===== config.mk =====
export PLATFORM = sky130hd
export DESIGN_NAME = adc_boot_seq
export DESIGN_NICKNAME = d
export VERILOG_FILES = /design/src/rtl/adc_boot_pkg.sv /design/src/rtl/adc_boot_fall.sv /design/src/rtl/adc_boot_timer.sv /design/src/rtl/adc_boot_seq.sv
export SDC_FILE = /design/constraint.sdc
export NUM_CORES = 1
export LEC_CHECK = 0
export CORE_MARGIN = 1
export CORE_UTILIZATION = 56
export CTS_BUF_LIST = sky130_fd_sc_hd__clkbuf_4 sky130_fd_sc_hd__clkbuf_8
export DETAILED_ROUTE_END_ITERATION = 12
export GPL_ROUTABILITY_DRIVEN = 0
export HOLD_SLACK_MARGIN = 0.02
export PLACE_DENSITY = 0.8
export SYNTH_ARGS = -nofsm -noshare
export SYNTH_HDL_FRONTEND = slang
export SYNTH_SLANG_ARGS = --single-unit

===== constraint.sdc =====
create_clock -name clk -period 2.75 [get_ports clk]
set_input_delay 0.55 -clock clk [delete_from_list [all_inputs] [get_ports clk]]
set_output_delay 0.55 -clock clk [all_outputs]
set_load 0.05 [all_outputs]

===== src/rtl/adc_boot_pkg.sv =====
package adc_boot_pkg;
  typedef enum logic [2:0] {
    ST_IDLE,
    ST_PULSE,
    ST_WAIT,
    ST_SCLK,
    ST_READ,
    ST_DRDY,
    ST_READY
  } seq_st_e;
endpackage


===== src/rtl/adc_boot_fall.sv =====
module adc_boot_fall #(
  parameter int STAGES = 2
) (
  input  logic clk,
  input  logic rst_n,
  input  logic line_n_i,
  output logic fall_o
);
  logic [STAGES-1:0] sync_q;
  logic              prev_q;

  always_ff @(posedge clk or negedge rst_n) begin
    if (!rst_n) begin
      sync_q <= '1;
      prev_q <= 1'b1;
    end else begin
      sync_q <= {sync_q[STAGES-2:0], line_n_i};
      prev_q <= sync_q[STAGES-1];
    end
  end

  assign fall_o = prev_q & ~sync_q[STAGES-1];
endmodule


===== src/rtl/adc_boot_timer.sv =====
module adc_boot_timer #(
  parameter int CW = 8
) (
  input  logic          clk,
  input  logic          rst_n,
  input  logic          load_i,
  input  logic [CW-1:0] val_i,
  input  logic          dec_i,
  output logic          zero_o
);
  logic [CW-1:0] cnt_q;
  logic [CW-1:0] cnt_d;

  always_comb begin
    cnt_d = cnt_q;
    if (load_i)                      cnt_d = val_i;
    else if (dec_i && cnt_q != '0)   cnt_d = cnt_q - 1'b1;
  end

  always_ff @(posedge clk or negedge rst_n) begin
    if (!rst_n) cnt_q <= '0;
    else        cnt_q <= cnt_d;
  end

  assign zero_o = (cnt_q == '0);
endmodule


===== src/rtl/adc_boot_seq.sv =====
module adc_boot_seq
  import adc_boot_pkg::*;
#(
  parameter int          POR_LOG2    = 16,
  parameter int          MARGIN_W    = 12,
  parameter int          RST_LOW     = 8,
  parameter int          SHORT_WAIT  = 4,
  parameter int          SPI_PERIODS = 64,
  parameter int          DRDY_TMO    = 400000,
  parameter int          DW          = 8,
  parameter logic [DW-1:0] ID_VALUE  = 8'hA5
) (
  input  logic                clk,
  input  logic                rst_n,
  input  logic                start_i,
  input  logic                pwr_cut_i,
  input  logic                clean_i,
  input  logic [MARGIN_W-1:0] margin_i,
  input  logic                drdy_n_i,
  input  logic                rb_done_i,
  input  logic [DW-1:0]       rb_data_i,
  output logic                adc_rst_n_o,
  output logic                sclk_hold_o,
  output logic                rb_req_o,
  output logic                busy_o,
  output logic                ready_o,
  output logic                fault_o
);
  localparam int LONG_MAX = (1 << POR_LOG2) + (1 << MARGIN_W);
  localparam int BIG1     = (LONG_MAX > DRDY_TMO) ? LONG_MAX : DRDY_TMO;
  localparam int BIG2     = (BIG1 > RST_LOW) ? BIG1 : RST_LOW;
  localparam int BIG3     = (BIG2 > SHORT_WAIT) ? BIG2 : SHORT_WAIT;
  localparam int CW       = $clog2(BIG3 + 1);
  localparam int EW       = $clog2(SPI_PERIODS + 1);

  seq_st_e st_q, st_d;
  logic    pwr_q, clean_q, fault_q;
  logic [MARGIN_W-1:0] margin_q;
  logic [EW-1:0] edge_q;

  logic          t_load, t_dec, t_zero;
  logic [CW-1:0] t_val;
  logic          cfg_ld, fault_set, edge_clr, edge_inc;
  logic          drdy_fall;
  logic [CW-1:0] wait_m1;

  adc_boot_fall #(.STAGES(2)) u_fall (
    .clk(clk), .rst_n(rst_n), .line_n_i(drdy_n_i), .fall_o(drdy_fall)
  );

  adc_boot_timer #(.CW(CW)) u_tmr (
    .clk(clk), .rst_n(rst_n), .load_i(t_load), .val_i(t_val),
    .dec_i(t_dec), .zero_o(t_zero)
  );

  // hold-off length depends on the cause captured at start
  assign wait_m1 = pwr_q ? (CW'(1 << POR_LOG2) + CW'(margin_q) - 1'b1)
                         : CW'(SHORT_WAIT - 1);

  always_comb begin
    st_d      = st_q;
    t_load    = 1'b0;
    t_val     = '0;
    t_dec     = 1'b0;
    cfg_ld    = 1'b0;
    fault_set = 1'b0;
    edge_clr  = 1'b0;
    edge_inc  = 1'b0;
    unique case (st_q)
      ST_IDLE, ST_READY: begin
        if (start_i) begin
          st_d   = ST_PULSE;
          cfg_ld = 1'b1;
          t_load = 1'b1;
          t_val  = CW'(RST_LOW - 1);
        end
      end
      ST_PULSE: begin
        if (t_zero) begin
          st_d   = ST_WAIT;
          t_load = 1'b1;
          t_val  = wait_m1;
        end else t_dec = 1'b1;
      end
      ST_WAIT: begin
        if (t_zero) begin
          if (clean_q) begin
            st_d     = ST_SCLK;
            t_load   = 1'b1;
            t_val    = CW'(DRDY_TMO - 1);
            edge_clr = 1'b1;
          end else st_d = ST_READ;
        end else t_dec = 1'b1;
      end
      ST_SCLK: begin
        if (drdy_fall) begin
          if (edge_q == EW'(SPI_PERIODS - 1)) st_d = ST_READ;
          else begin
            edge_inc = 1'b1;
            t_load   = 1'b1;
            t_val    = CW'(DRDY_TMO - 1);
          end
        end else if (t_zero) begin
          st_d      = ST_IDLE;
          fault_set = 1'b1;
        end else t_dec = 1'b1;
      end
      ST_READ: begin
        if (rb_done_i) begin
          if (rb_data_i == ID_VALUE) begin
            st_d   = ST_DRDY;
            t_load = 1'b1;
            t_val  = CW'(DRDY_TMO - 1);
          end else begin
            st_d      = ST_IDLE;
            fault_set = 1'b1;
          end
        end
      end
      ST_DRDY: begin
        if (drdy_fall) st_d = ST_READY;
        else if (t_zero) begin
          st_d      = ST_IDLE;
          fault_set = 1'b1;
        end else t_dec = 1'b1;
      end
      default: st_d = ST_IDLE;
    endcase
  end

  always_ff @(posedge clk or negedge rst_n) begin
    if (!rst_n) begin
      st_q     <= ST_IDLE;
      pwr_q    <= 1'b0;
      clean_q  <= 1'b0;
      margin_q <= '0;
      fault_q  <= 1'b0;
      edge_q   <= '0;
    end else begin
      st_q <= st_d;
      if (cfg_ld) begin
        pwr_q    <= pwr_cut_i;
        clean_q  <= clean_i;
        margin_q <= margin_i;
      end
      if (cfg_ld)         fault_q <= 1'b0;
      else if (fault_set) fault_q <= 1'b1;
      if (edge_clr)       edge_q <= '0;
      else if (edge_inc)  edge_q <= edge_q + 1'b1;
    end
  end

  assign adc_rst_n_o = (st_q != ST_PULSE);
  assign sclk_hold_o = (st_q == ST_SCLK);
  assign rb_req_o    = (st_q == ST_READ);
  assign ready_o     = (st_q == ST_READY);
  assign busy_o      = (st_q != ST_IDLE) && (st_q != ST_READY);
  assign fault_o     = fault_q;
endmodule


==> metrics.md, run 1 <==
| Metric | Value |
|---|---|
| Die Area | 5210 sq um |
| PD cells | 1080 nW/um^2 |
| Starting Density | 58.4% |
| WP data required | 2.20 ns |
| Area leader, netlist | dfrtp_1 |
| Worst setup SP type | flop |
| Syn. warnings | 0 |
| I/O pins | 33 |
| Crit. Startpoint | st_q[1] |
| First-pass GRT wire length | 10500 microns |
| Syn nets | 331 |
| Ranking of synthesized cells by area | dfrtp_1 40%, mux2_2 5.3%, nand2_1 4.4% |
| WL/cell | 14.9 microns |
| DRT Wirelength | 6120 microns |
| Avg Cell Area, Syn | 9.16 sq um |
| Syn Inst Count | 301 |
| Post-CTS Repair Setup Buffers | 0 |
| Switching share of power | 44.1% |
| Register area share after synthesis | 42.8% |
| Final Hold Vio Count | 0 |
| Slew Viols, Final | 0 |
| Reg2reg end | u_tmr.cnt_q[14] |
| Grt ovf | 0 |
| Psw | 1.58 mW |
| Hold Crit Class | flop to flop |
| R2R depth | 8 |
| Placeable Area | 4720 sq um |
| Setup crit end | rb_req_o |
| Layout cell share with drive strength beyond 1 | 14.9% |
| Top-count cell post-synth | dfrtp_1 |
| GR Util All Layers | 26.0% |
| Iter 0 DRT Violations | 224 |
| Final core utilization | 70.3% |
| DRC viols | 0 |
| Synth top cells by count | 44 x dfrtp_1, 32 x nand2_1, 30 x nor2_1, 18 x o21ai_0, 16 x a21oi_1 |
| Hold Path Depth | 0 |
| Dpl hpwl | 4490 microns |
| Setup TNS | 0 ns |
| Die Y | 72.2 microns |
| Routed vias | 2396 |
| RSZ-0062 raised after global routing | no |
| Max Buffers Root-to-Sink | 2 |
| Post-synthesis sequential element count | 47 |
| Post-synthesis cell type count | 58 |
| Critical path endpoint category | output pin |
| Design Area, Final | 3320 sq um |
| Main synth FF type | dfrtp_1 |
| Clock Sink Count | 47 |
| N_diodes | 0 |
| CTS tree | done |
| Cell-internal power | 2.00 mW |
| Max Fanout on Critical Path | 12 |
| R2r startpoint | u_tmr.cnt_q[0] |
| WHS | 0.361 ns |
| Clock latency on the worst-skew pair | 0.30 ns |
| Setup Viol. Count Final | 0 |
| Seq pwr share | 36.7% |
| Layout area overhead | 20.3% |
| Worst vdd ir | 0.000676 V |
| Final nets | 372 |
| Outcome | complete, no violations |
| Site row count | 25 |
| R2R setup slack | 0.23 ns |
| Crit path kind | flop to output pin |
| Async set or reset register ratio after synthesis | 100% |
| Initial antenna violation count | 0 |
| Post-synth EDFFs | 0 |
| Final ANT Viol Nets | 0 |
| CTS buffer count | 5 |
| Die width | 72.2 microns |
| Worst slew pin tran | 0.962 ns |
| Reg clk slew, reported paths | 0.08 ns |
| Top-area cell type share of the netlist area | 39.9% |
| Worst slew margin | 35.9% |
| CP Data Arrival Time | 2.09 ns |
| Pin count of the biggest net entering global routing | 46 |
| Clock Power Share | 12.1% |
| Mapped cell area | 2760 sq um |
| Vias in the first global route | 2288 |
| F_max | 378 MHz |
| Root Buffer | clkbuf_8 |
| Time the worst path needs with I/O delays and setup | 2.64 ns |
| First-pass iteration count of the detailed router | 5 |
| H-tree depth | 2 |
| Cell leakage power | 1.37 nW |
| Worst clock skew | 0.00772 ns |
| Max-cap violation count | 0 |
| Final period utilization | 96.1% |
| Logic pwr share | 51.2% |
| Via density | 5.84 |
| Cell Area, Placed | 3200 sq um |
| I/O Buffers | 32 |
flip-flops by register name (all words and copies together) (netlist names):
signal	cells
u_tmr.cnt_q	19
margin_q	12
edge_q	7
st_q	3
u_fall.sync_q	2
clean_q	1
fault_o	1
pwr_q	1
u_fall.prev_q	1
power groups by stage:
stage | logic [mW] | clock network, mW | registers [mW]
floorplan | 1.39 | 0 | 1.21
global route | 2.00 | 0.477 | 1.37
global placement | 1.75 | 0 | 1.30
detailed placement | 1.80 | 0 | 1.32
CTS | 1.82 | 0.447 | 1.31
finish | 1.84 | 0.435 | 1.32
metrics by stage:
stage	power, mW	setup slack, ns	instances
4_1_cts	3.57	0.0261	410
3_5_place_dp	3.11	-0.0532	402
3_3_place_gp	3.05	0.0294	402
6_report	3.59	0.107	410
5_1_grt	3.85	0.0256	410
2_1_floorplan	2.60	0.342	301
placed cells by master (no fill, tap or decap), types with 2 or more instances in the layout:
master and n:
a21o_1 3, nand3b_1 3, clkdlybuf4s50_1 29, nor3b_2 2, nand2b_1 3, a21oi_1 16
xnor2_1 8, nor2_1 30, xor2_1 8, a32oi_1 2, nor4bb_1 2, or4_1 2
nand3_1 9, or3_1 9, o22ai_1 2, ha_1 3, inv_1 11, nor4_1 5
nand2_1 32, o31ai_1 3, nor2b_1 2, and2_1 2, nand4_1 2, o21ai_0 18
mux2_2 13, buf_4 14, o21a_1 2, a221oi_1 2, clkbuf_8 6, dfstp_2 3
o211ai_1 4, a31oi_1 5, a211oi_1 2, or2_2 2, nor3_1 12, dfrtp_1 44
nand4b_1 3
routing by layer:
| metal | GRT usage (%) | vias up | part of all wire [%] |
|---|---|---|---|
| met5 | 0 | - | 0 |
| met1 | 36.5 | 1139 | 46 |
| li1 | - | 1171 | - |
| met4 | 8.93 | 0 | 1.5 |
| met3 | 4.86 | 8 | 5.6 |
| met2 | 40.5 | 78 | 47 |
area by class of cell:
class                      count  area (sq um)
multi-input combinational    232          1510
fill                         381          1410
clock inverter                 1          5.00
timing repair buffer          45           413
inverter                      11          41.3
sequential                    47          1180
tap                           67          83.8
clock buffer                   7          90.1
worst min path at each step:
stage	slack (ns)	endpoint	startpoint
floorplan	0.25	clean_q	rst_n
global placement	0.35	u_fall.sync_q[1]	u_fall.sync_q[0]
detailed placement	0.35	u_fall.sync_q[1]	u_fall.sync_q[0]
CTS	0.36	u_fall.sync_q[1]	u_fall.sync_q[0]
global route	0.37	u_fall.sync_q[1]	u_fall.sync_q[0]
finish	0.36	u_fall.sync_q[1]	u_fall.sync_q[0]
kinds of logic after synthesis:
group                      after synthesis  synth area share, %
adders and majority gates                3                 1.36
xor gates and xnor gates                16                 5.08
and+or+nand+nor                        129                 24.9
buffers and inverters                   22                 3.58
AOI/OAI and AO/OA                       69                 16.2
muxes                                   15                 6.08
DFF                                     47                 42.8
repair_timing:
item	4_1_cts	5_1_grt
gates cloned	0	0
pin swaps	0	1
resized for setup	1	3
hold buffers	0	0
endpoints found under the setup margin	11	11
worst max-delay path: stages (launching register included):
cell and delay (ns):
dfrtp_1 0.56, nor3b_2 0.37, clkdlybuf4s50_1 0.87
(Power assumes the default switching activity.)
==> run 2: changes to the inputs <==
--- a/config.mk
+++ b/config.mk
@@ -12,6 +12,8 @@
 export GPL_ROUTABILITY_DRIVEN = 0
 export HOLD_SLACK_MARGIN = 0.02
 export PLACE_DENSITY = 0.8
+export SKIP_CTS_REPAIR_TIMING = 1
 export SYNTH_ARGS = -nofsm -noshare
 export SYNTH_HDL_FRONTEND = slang
 export SYNTH_SLANG_ARGS = --single-unit
+export TNS_END_PERCENT = 100
==> metrics.md, run 2 (synthesis gave the netlist of run 1 again) <==
| Metric | Value |
|---|---|
| Via density | 5.79 (was 5.84) |
| Regs by FF count | u_tmr.cnt_q x19, margin_q x12, edge_q x7 (unchanged) |
| First-pass iteration count of the detailed router | 4 (was 5) |
| Layout cell share with drive strength beyond 1 | 14.9% (unchanged) |
| WP data required | 2.20 ns (about the same) |
| WHS | 0.360 ns (was 0.361 ns) |
| Worst slew margin | 35.7% (was 35.9%) |
| Time the worst path needs with I/O delays and setup | 2.64 ns (about the same) |
| Crit-path cells | nor3b_2, clkdlybuf4s50_1 (unchanged) |
| DRC viols | 0 (unchanged) |
| Worst slew pin tran | 0.964 ns (was 0.962 ns) |
| Critical path endpoint category | output pin (unchanged) |
| Pin count of the biggest net entering global routing | 46 (unchanged) |
| Clock Sink Count | 47 (unchanged) |
| F_max | 379 MHz (was 378 MHz) |
| Max reg flops | 19 (unchanged) |
| Die Y | 72.2 microns (unchanged) |
| CTS tree | done (unchanged) |
| Dpl hpwl | 4490 microns (unchanged) |
| Layout area overhead | 20.3% (unchanged) |
| Starting Density | 58.4% (unchanged) |
| Outcome | complete, no violations (unchanged) |
| CP max stage cell | clkdlybuf4s50_1 (unchanged) |
| CP peak stage delay | 0.87 ns (about the same) |
| WL/cell | 15.0 microns (was 14.9 microns) |
| Placed Instances | 402 (unchanged) |
| Setup Viol. Count Final | 0 (unchanged) |
| Vias in the first global route | 2287 (was 2288) |
| Die Area | 5210 sq um (unchanged) |
| DRT Wirelength | 6130 microns (was 6120 microns) |
| Root Buffer | clkbuf_8 (unchanged) |
| N_diodes | 0 (unchanged) |
| First-pass GRT wire length | 10500 microns (about the same) |
| Seq. cell area | 1180 sq um (unchanged) |
| CTS buffer count | 5 (unchanged) |
| I/O Buffers | 32 (unchanged) |
| Die width | 72.2 microns (unchanged) |
| H-tree depth | 2 (unchanged) |
| Worst setup SP type | flop (unchanged) |
| GR Util All Layers | 25.9% (was 26.0%) |
| Delay-heaviest family, CP | buffers and inverters (unchanged) |
| # fillers | 381 (unchanged) |
| Hold Crit Class | flop to flop (unchanged) |
| Commonest non-fill, non-tap cells in the layout | 44 x dfrtp_1, 32 x nand2_1, 30 x nor2_1 (unchanged) |
| Slew Viols, Final | 0 (unchanged) |
| Non-filler cells, final | 410 (unchanged) |
| Cell leakage power | 1.37 nW (unchanged) |
| Initial antenna violation count | 0 (unchanged) |
| Max Fanout on Critical Path | 12 (unchanged) |
| Most common cell after layout, fill and taps aside | dfrtp_1 (unchanged) |
| Max-cap violation count | 0 (unchanged) |
| CP Data Arrival Time | 2.09 ns (about the same) |
| PD cells | 1080 nW/um^2 (about the same) |
| I/O pins | 33 (unchanged) |
| Placeable Area | 4720 sq um (unchanged) |
| Worst clock skew | 0.00745 ns (was 0.00772 ns) |
| Reg clk slew, reported paths | 0.08 ns (about the same) |
| Iter 0 DRT Violations | 191 (was 224) |
| Clock latency on the worst-skew pair | 0.30 ns (about the same) |
| Max Buffers Root-to-Sink | 2 (unchanged) |
| Buf+Inv Stages, Crit Path | 1 (unchanged) |
| Multi-input logic area | 1510 sq um (unchanged) |
| Final period utilization | 96.0% (was 96.1%) |
| Worst vdd ir | 0.000676 V (about the same) |
| RSZ-0062 raised after global routing | no (unchanged) |
| Routed vias | 2372 (was 2396) |
| Crit path kind | flop to output pin (unchanged) |
| Setup TNS | 0 ns (unchanged) |
| Site row count | 25 (unchanged) |
| Grt ovf | 0 (unchanged) |
| Final ANT Viol Nets | 0 (unchanged) |
| Final nets | 372 (unchanged) |
| Largest Register | u_tmr.cnt_q (unchanged) |
| Final Hold Vio Count | 0 (unchanged) |
## run 2: area by class of cell
type,count,area share (%)
inverter,11,1.24
multi-input combinational,232,45.4
tap,67,2.53
clock inverter,1,0.151
clock buffer,7,2.71
sequential,47,35.6
timing repair buffer,45,12.4
## run 2: path summary, 6_finish.rpt
path                             startpoint                to  slack (ns)  cells past startpoint
max in group asynchronous             rst_n     u_fall.prev_q        1.64                      2
max reg2reg                  u_tmr.cnt_q[0]   u_tmr.cnt_q[14]        0.25                      8
min in group asynchronous             rst_n         edge_q[4]        0.39                      1
max                                 st_q[1]          rb_req_o        0.11                      2
min reg2reg                u_fall.sync_q[0]  u_fall.sync_q[1]        0.36                      0
min                        u_fall.sync_q[0]  u_fall.sync_q[1]        0.36                      0
## run 2: metrics by stage
step | utilization (%) | worst slack [ns] | area [sq um] | power [mW]
2_1_floorplan | - | 0.342 | 2760 | 2.60
3_3_place_gp | 67.8 | 0.0294 | 3200 | 3.05
3_5_place_dp | 67.8 | -0.0532 | 3200 | 3.11
4_1_cts | 69.9 | -0.107 | 3300 | 3.56
5_1_grt | 70.3 | 0.0256 | 3320 | 3.85
6_report | 70.3 | 0.109 | 3320 | 3.59
## run 2: report_power, final
part	switching (mW)	leakage (nW)	internal, mW
Clock	0.224	0.0517	0.213
Sequential	0.342	0.578	0.973
Combinational	1.02	0.738	0.818
Total	1.59	1.37	2.00
## run 2: metal layers
| layer | share of wire [%] | vias to the layer above | global-route usage (%) |
|---|---|---|---|
| met2 | 47 | 72 | 40.4 |
| li1 | - | 1169 | - |
| met5 | 0 | - | 0 |
| met3 | 6.6 | 8 | 4.86 |
| met4 | 1.6 | 0 | 8.93 |
| met1 | 45 | 1123 | 36.3 |
## run 2: worst reg2reg max path, stage by stage, from the launching register on
cell,delay [ns]
dfrtp_1,0.38
inv_1,0.08
ha_1,0.22
nor4b_2,0.17
and4_2,0.29
a31o_2,0.32
nor4_4,0.62
o21ai_0,0.20
o211ai_1,0.12
